--- config.mk ---
export PLATFORM = sky130hd
export DESIGN_NAME = flash_cmd_seq
export DESIGN_NICKNAME = d
export VERILOG_FILES = /design/src/rtl/flash_cmd_seq.sv
export SDC_FILE = /design/constraint.sdc
export NUM_CORES = 1
export LEC_CHECK = 0
export BUFFER_PORTS_ARGS = -buffer_cell sky130_fd_sc_hd__buf_4
export CORE_ASPECT_RATIO = 1.1
export CORE_UTILIZATION = 45
export CTS_CLUSTER_SIZE = 40
export DETAILED_ROUTE_END_ITERATION = 12
export HOLD_SLACK_MARGIN = 0.03
export PLACE_DENSITY = 0.72
export SYNTH_ARGS = -nofsm -noshare
export SYNTH_HDL_FRONTEND = slang
export SYNTH_SLANG_ARGS = --single-unit
--- constraint.sdc ---
create_clock -name clk -period 5.35 [get_ports clk]
set_clock_uncertainty 0.1 [all_clocks]
set_input_delay 1.07 -clock clk [delete_from_list [all_inputs] [get_ports clk]]
set_output_delay 1.07 -clock clk [all_outputs]
set_load 0.05 [all_outputs]
--- src/rtl/flash_cmd_seq.sv ---
module flash_cmd_seq #(
  parameter int ADDR_W   = 20,
  parameter int DATA_W   = 16,
  parameter int MATCH_AW = 11
) (
  input  logic              clk,
  input  logic              rst_n,
  input  logic              wr_en,
  input  logic [ADDR_W-1:0] wr_addr,
  input  logic [DATA_W-1:0] wr_data,
  input  logic              pgm_busy,
  output logic              prog_stb,
  output logic              chip_erase_stb,
  output logic              sector_erase_stb,
  output logic              sector_lock_stb,
  output logic              suspend_stb,
  output logic              resume_stb,
  output logic              id_enter_stb,
  output logic              id_exit_stb,
  output logic              prot_prog_stb,
  output logic              prot_lock_stb,
  output logic              sp_enter_stb,
  output logic              sp_mode,
  output logic [ADDR_W-1:0] tgt_addr,
  output logic [DATA_W-1:0] tgt_data
);

  localparam int NCMD    = 11;
  localparam int K_PROG  = 0;
  localparam int K_CERA  = 1;
  localparam int K_SERA  = 2;
  localparam int K_SLCK  = 3;
  localparam int K_SUSP  = 4;
  localparam int K_RES   = 5;
  localparam int K_IDIN  = 6;
  localparam int K_IDOUT = 7;
  localparam int K_PPRG  = 8;
  localparam int K_PLCK  = 9;
  localparam int K_SPENT = 10;

  localparam logic [MATCH_AW-1:0] A_CMD = MATCH_AW'(11'h555);
  localparam logic [MATCH_AW-1:0] A_ALT = MATCH_AW'(11'h2AA);
  localparam logic [MATCH_AW-1:0] A_PLK = MATCH_AW'(11'h080);

  typedef enum logic [2:0] {
    ST_IDLE, ST_U1, ST_U2, ST_PGM, ST_E3, ST_E4, ST_E5, ST_PR
  } seq_t;

  seq_t st, nxt, restart;
  logic [NCMD-1:0] cmd, stb;
  logic [MATCH_AW-1:0] a;
  logic [7:0] d;
  logic take, at_cmd, first, second;

  assign a       = wr_addr[MATCH_AW-1:0];
  assign d       = wr_data[7:0];
  assign take    = wr_en && !pgm_busy;
  assign at_cmd  = (a == A_CMD);
  assign first   = at_cmd && (d == 8'hAA);
  assign second  = (a == A_ALT) && (d == 8'h55);
  assign restart = first ? ST_U1 : ST_IDLE;

  always_comb begin
    nxt = ST_IDLE;
    cmd = '0;
    if (sp_mode) begin
      cmd[K_PROG] = 1'b1;
    end else begin
      case (st)
        ST_IDLE: begin
          if (first) nxt = ST_U1;
          else begin
            case (d)
              8'hB0:   cmd[K_SUSP]  = 1'b1;
              8'h30:   cmd[K_RES]   = 1'b1;
              8'hF0:   cmd[K_IDOUT] = 1'b1;
              default: ;
            endcase
          end
        end
        ST_U1: nxt = second ? ST_U2 : restart;
        ST_U2: begin
          nxt = restart;
          if (at_cmd) begin
            case (d)
              8'hA0:   nxt = ST_PGM;
              8'h80:   nxt = ST_E3;
              8'hC0:   nxt = ST_PR;
              8'h90:   begin nxt = ST_IDLE; cmd[K_IDIN]  = 1'b1; end
              8'hF0:   begin nxt = ST_IDLE; cmd[K_IDOUT] = 1'b1; end
              default: ;
            endcase
          end
        end
        ST_PGM: cmd[K_PROG] = 1'b1;
        ST_E3:  nxt = first ? ST_E4 : ST_IDLE;
        ST_E4:  nxt = second ? ST_E5 : restart;
        ST_E5: begin
          nxt = ST_IDLE;
          case (d)
            8'h10:   if (at_cmd) cmd[K_CERA] = 1'b1; else nxt = restart;
            8'h30:   cmd[K_SERA] = 1'b1;
            8'h60:   cmd[K_SLCK] = 1'b1;
            8'hA0:   if (at_cmd) cmd[K_SPENT] = 1'b1; else nxt = restart;
            default: nxt = restart;
          endcase
        end
        ST_PR: begin
          if ((a == A_PLK) && !d[1]) cmd[K_PLCK] = 1'b1;
          else                       cmd[K_PPRG] = 1'b1;
        end
        default: nxt = ST_IDLE;
      endcase
    end
  end

  always_ff @(posedge clk or negedge rst_n) begin
    if (!rst_n) begin
      st       <= ST_IDLE;
      stb      <= '0;
      sp_mode  <= 1'b0;
      tgt_addr <= '0;
      tgt_data <= '0;
    end else begin
      stb <= '0;
      if (take) begin
        st  <= nxt;
        stb <= cmd;
        if (|cmd) begin
          tgt_addr <= wr_addr;
          tgt_data <= wr_data;
        end
        if (cmd[K_SPENT]) sp_mode <= 1'b1;
      end
    end
  end

  assign prog_stb         = stb[K_PROG];
  assign chip_erase_stb   = stb[K_CERA];
  assign sector_erase_stb = stb[K_SERA];
  assign sector_lock_stb  = stb[K_SLCK];
  assign suspend_stb      = stb[K_SUSP];
  assign resume_stb       = stb[K_RES];
  assign id_enter_stb     = stb[K_IDIN];
  assign id_exit_stb      = stb[K_IDOUT];
  assign prot_prog_stb    = stb[K_PPRG];
  assign prot_lock_stb    = stb[K_PLCK];
  assign sp_enter_stb     = stb[K_SPENT];


  stb_onehot_chk: assert property (@(posedge clk) disable iff (!rst_n)
    $onehot0({prog_stb, chip_erase_stb, sector_erase_stb, sector_lock_stb, suspend_stb,
              resume_stb, id_enter_stb, id_exit_stb, prot_prog_stb, prot_lock_stb, sp_enter_stb}));


  idle_quiet_chk: assert property (@(posedge clk) disable iff (!rst_n)
    !(wr_en && !pgm_busy) |=> !(prog_stb || chip_erase_stb || sector_erase_stb || sector_lock_stb ||
      suspend_stb || resume_stb || id_enter_stb || id_exit_stb || prot_prog_stb ||
      prot_lock_stb || sp_enter_stb));


  tgt_hold_chk: assert property (@(posedge clk) disable iff (!rst_n)
    !(wr_en && !pgm_busy) |=> $stable(tgt_addr) && $stable(tgt_data));


  sp_prog_chk: assert property (@(posedge clk) disable iff (!rst_n)
    (sp_mode && wr_en && !pgm_busy) |=> prog_stb && tgt_addr == $past(wr_addr));


  sp_no_erase_chk: assert property (@(posedge clk) disable iff (!rst_n)
    sp_mode |=> !chip_erase_stb && !sector_erase_stb && !suspend_stb && !resume_stb);


  sp_sticky_chk: assert property (@(posedge clk) disable iff (!rst_n)
    sp_mode |=> sp_mode);

endmodule

==> metrics.md <==
| Metric | Value |
|---|---|
| Total nets after synthesis | `228` |
| Vias per inst | `5.21` |
| CTS Sinks | `51` |
| Sequential share of the synthesized area | `51.2%` |
| FP Rows | `28` |
| Clock buffer count from CTS | `5` |
| Routability cong. | `0.852` |
| Gate Count Post-Synth | `188` |
| Port bufs | `87` |
| Post-Route WL | `5460 um` |
| Final setup viols | `0` |
| CTS hold repair buffers | `0` |
| Drt drc | `0` |
| Latest clock arrival within the worst-skew pair | `0.30 ns` |
| Synth Flop Type | `dfrtp_1` |
| Post-CTS sizing | `0` |
| Crit Path Class | `input pin to flip-flop` |
| H-tree levels | `2` |
| Status | `completed` |
| Post-synth EDFFs | `0` |
| Worst Max-Slew Pin Slew | `1.13 ns` |
| Core Area | `5360 um2` |
| Post-synthesis mux area share | `20.8%` |
| GRT Overall Usage | `19.9%` |
| Fill cells | `470` |
| Initial DRC count | `122` |
| DIE AREA | `5840 um2` |
| Data arrival time of the worst path | `3.50 ns` |
| Fmax | `0.293 GHz` |
| Via count | `1809` |
| Simple-gate portion of the synthesized area | `17.3%` |
| Initial Util | `46.5%` |
| Max-cap violations | `0` |
| GRT Residual Overflow | `0` |
| Max VDD drop | `136 uV` |
| Area of the multi-input gates | `1080 um2` |
| Largest family of logic cells by synthesized area | `multiplexers` |
| Reg area | `1280 um2` |
| Fin crit share | `63.8%` |
| Avg Inst Size Synth | `13.3 um2` |
| Crit path time final | `3.41 ns` |
| Die Y-Extent | `80.0 um` |
| Die Width | `72.9 um` |
| YS warnings | `0` |
| Synth Area in Compound Gates | `4.07%` |
| Fraction of the mapped netlist area in adder cells | `0%` |
| Crit end category | `flip-flop` |
| Total chip power | `0.862 mW` |
| DR pass1 iterations | `4` |
| Area post-placement | `3110 um2` |
| Hold Crit Class | `flip-flop to flip-flop` |
| Largest net degree at the start of global routing | `52` |
| Routed wire per std cell | `15.7 um` |
| Slew headroom | `24.4%` |
| Number of global-route vias before repair | `1782` |
| CTS Root Cell | `clkbuf_8` |
| Design Area, Final | `3210 um2` |
| Clock Pin Slew Worst Setup and Hold Paths | `0.09 ns` |
| Pwr Density | `268 nW/um2` |
| First-pass GRT wire length | `8760 um` |
| Startpoint Class | `input pin` |
| Final hold violation count | `0` |
| Flops & latches, synth | `51` |
| Max Slew Vio Count | `0` |
| Nets@finish | `311` |
| DP HPWL | `3920 um` |
| Initial antenna violation count | `0` |
| Ys async rst share | `100%` |
| Longest Clk Path Bufs | `2` |
| Antenna diodes | `0` |
| Critical path peak fanout | `35` |
| Post-synthesis xor/xnor area fraction | `1.05%` |
| Post-Syn Area | `2490 um2` |
| Worst EP required | `5.44 ns` |
| Antenna viol nets, final | `0` |
| Fraction of layout cells with a size suffix above 1 | `51.8%` |
| Distinct cells, synth | `45` |
| RSZ-0062 raised after global routing | `no` |
| Post-CTS Setup Bufs | `0` |
| CTS tree | `yes` |
| Synth-to-layout area growth | `28.9%` |
| Setup TNS | `0 ns` |
| I/O pin count | `88` |
| LEAKAGE | `1.66 nW` |
==> layout make-up <==
type	instances	area share [%]
Clock buffer	7	3.00
Clock inverter	1	0.234
Inverter	2	0.234
Multi-Input combinational cell	124	33.5
Sequential cell	51	39.7
Tap cell	75	2.92
Timing Repair Buffer	87	20.3
==> layer usage <==
metal / track usage [%] / share of wire (%)
met3: 4.42 / 6.0
met4: 9.41 / 3.0
met2: 31.8 / 46
met5: 0 / 0
met1: 25.5 / 45
==> where the power goes <==
| part | total [mW] | leakage [nW] | internal, mW | switching [mW] |
|---|---|---|---|---|
| sequential | 0.420 | 0.689 | 0.407 | 0.0130 |
| clock | 0.242 | 0.0505 | 0.118 | 0.125 |
| combinational | 0.199 | 0.925 | 0.0784 | 0.121 |
==> synthesized netlist by cell type, types with 2 or more instances <==
cell       count  share of area, %
nor3b_1        2              0.60
buf_12         3               2.4
o21ai_0        2              0.40
nor4_1         6               1.5
inv_1          2              0.30
clkbuf_8       3               1.7
mux2_2         6               2.7
o2111ai_1      2              0.70
nor3_1         7               1.4
nand2_1        8               1.2
nand3b_1       2              0.60
and2_1         3              0.75
nand2b_1       2              0.50
mux2_4        30                18
dfrtp_1       51                51
nor2_1        11               1.7
and2b_2        2              0.70
o31ai_1        2              0.60
nand4_1        5               1.3
clkbuf_1       3              0.45
xor2_1         2              0.70
and4b_1        3               1.2
or2_2          2              0.50
nand3_1        8               1.6
==> flip-flops by register name, summed over array words and instances (netlist names) <==
| signal | count |
|---|---|
| st | 3 |
| sp_mode | 1 |
| tgt_data | 16 |
| tgt_addr | 20 |
| stb | 11 |
==> worst paths after layout <==
path | depth (start not counted) | end | slack, ns | start
max | 7 | tgt_data[9] | 1.94 | wr_addr[3]
min | 1 | tgt_addr[14] | 0.42 | tgt_addr[14]
max reg2reg | 4 | tgt_data[9] | 2.47 | sp_mode
min reg2reg | 1 | tgt_addr[14] | 0.42 | tgt_addr[14]
max in group asynchronous | 1 | stb[2] | 4.05 | rst_n
min in group asynchronous | 1 | tgt_addr[4] | 0.67 | rst_n
==> metrics by stage <==
stage | setup WS, ns | hold WS (ns) | instances | utilization (%)
finish | 1.94 | 0.417 | 347 | 59.9
global route | 1.86 | 0.430 | 347 | 59.9
CTS | 1.95 | 0.419 | 347 | 59.9
detailed placement | 1.62 | 0.394 | 339 | 58.0
global placement | 1.64 | 0.392 | 339 | 58.0
floorplan | 2.04 | 0.458 | 188 | -
==> layout by cell type, fill, tap and decap left out, types with 2 or more instances in the layout <==
| cell type | n |
|---|---|
| clkbuf_8 | 7 |
| xor2_1 | 2 |
| nor3_1 | 7 |
| or2_2 | 2 |
| mux2_4 | 30 |
| o21ai_0 | 2 |
| inv_1 | 2 |
| mux2_2 | 6 |
| nor4_1 | 6 |
| buf_4 | 87 |
| and2b_2 | 2 |
| nand3b_1 | 2 |
| dfrtp_1 | 51 |
| nand2b_1 | 2 |
| nand2_1 | 8 |
| nand3_1 | 8 |
| nor2_1 | 11 |
| and2_1 | 3 |
| nand4_1 | 5 |
| nor3b_1 | 2 |
| o31ai_1 | 2 |
| and4b_1 | 3 |
| o2111ai_1 | 2 |
==> worst max-delay path, stage by stage <==
cell,delay (ns)
buf_4,0.12
or4_4,0.55
or3_4,0.44
nor4_2,0.28
o21ai_1,0.10
o311a_2,0.47
mux2_4,0.44
==> kinds of logic after synthesis <==
family                    after synthesis
DFF                                    51
muxes                                  36
buffers and inverters                  13
AOI/OAI and AO/OA                      14
and+or+nand+nor                        71
xor gates and xnor gates                3
(Power assumes the default switching activity.)
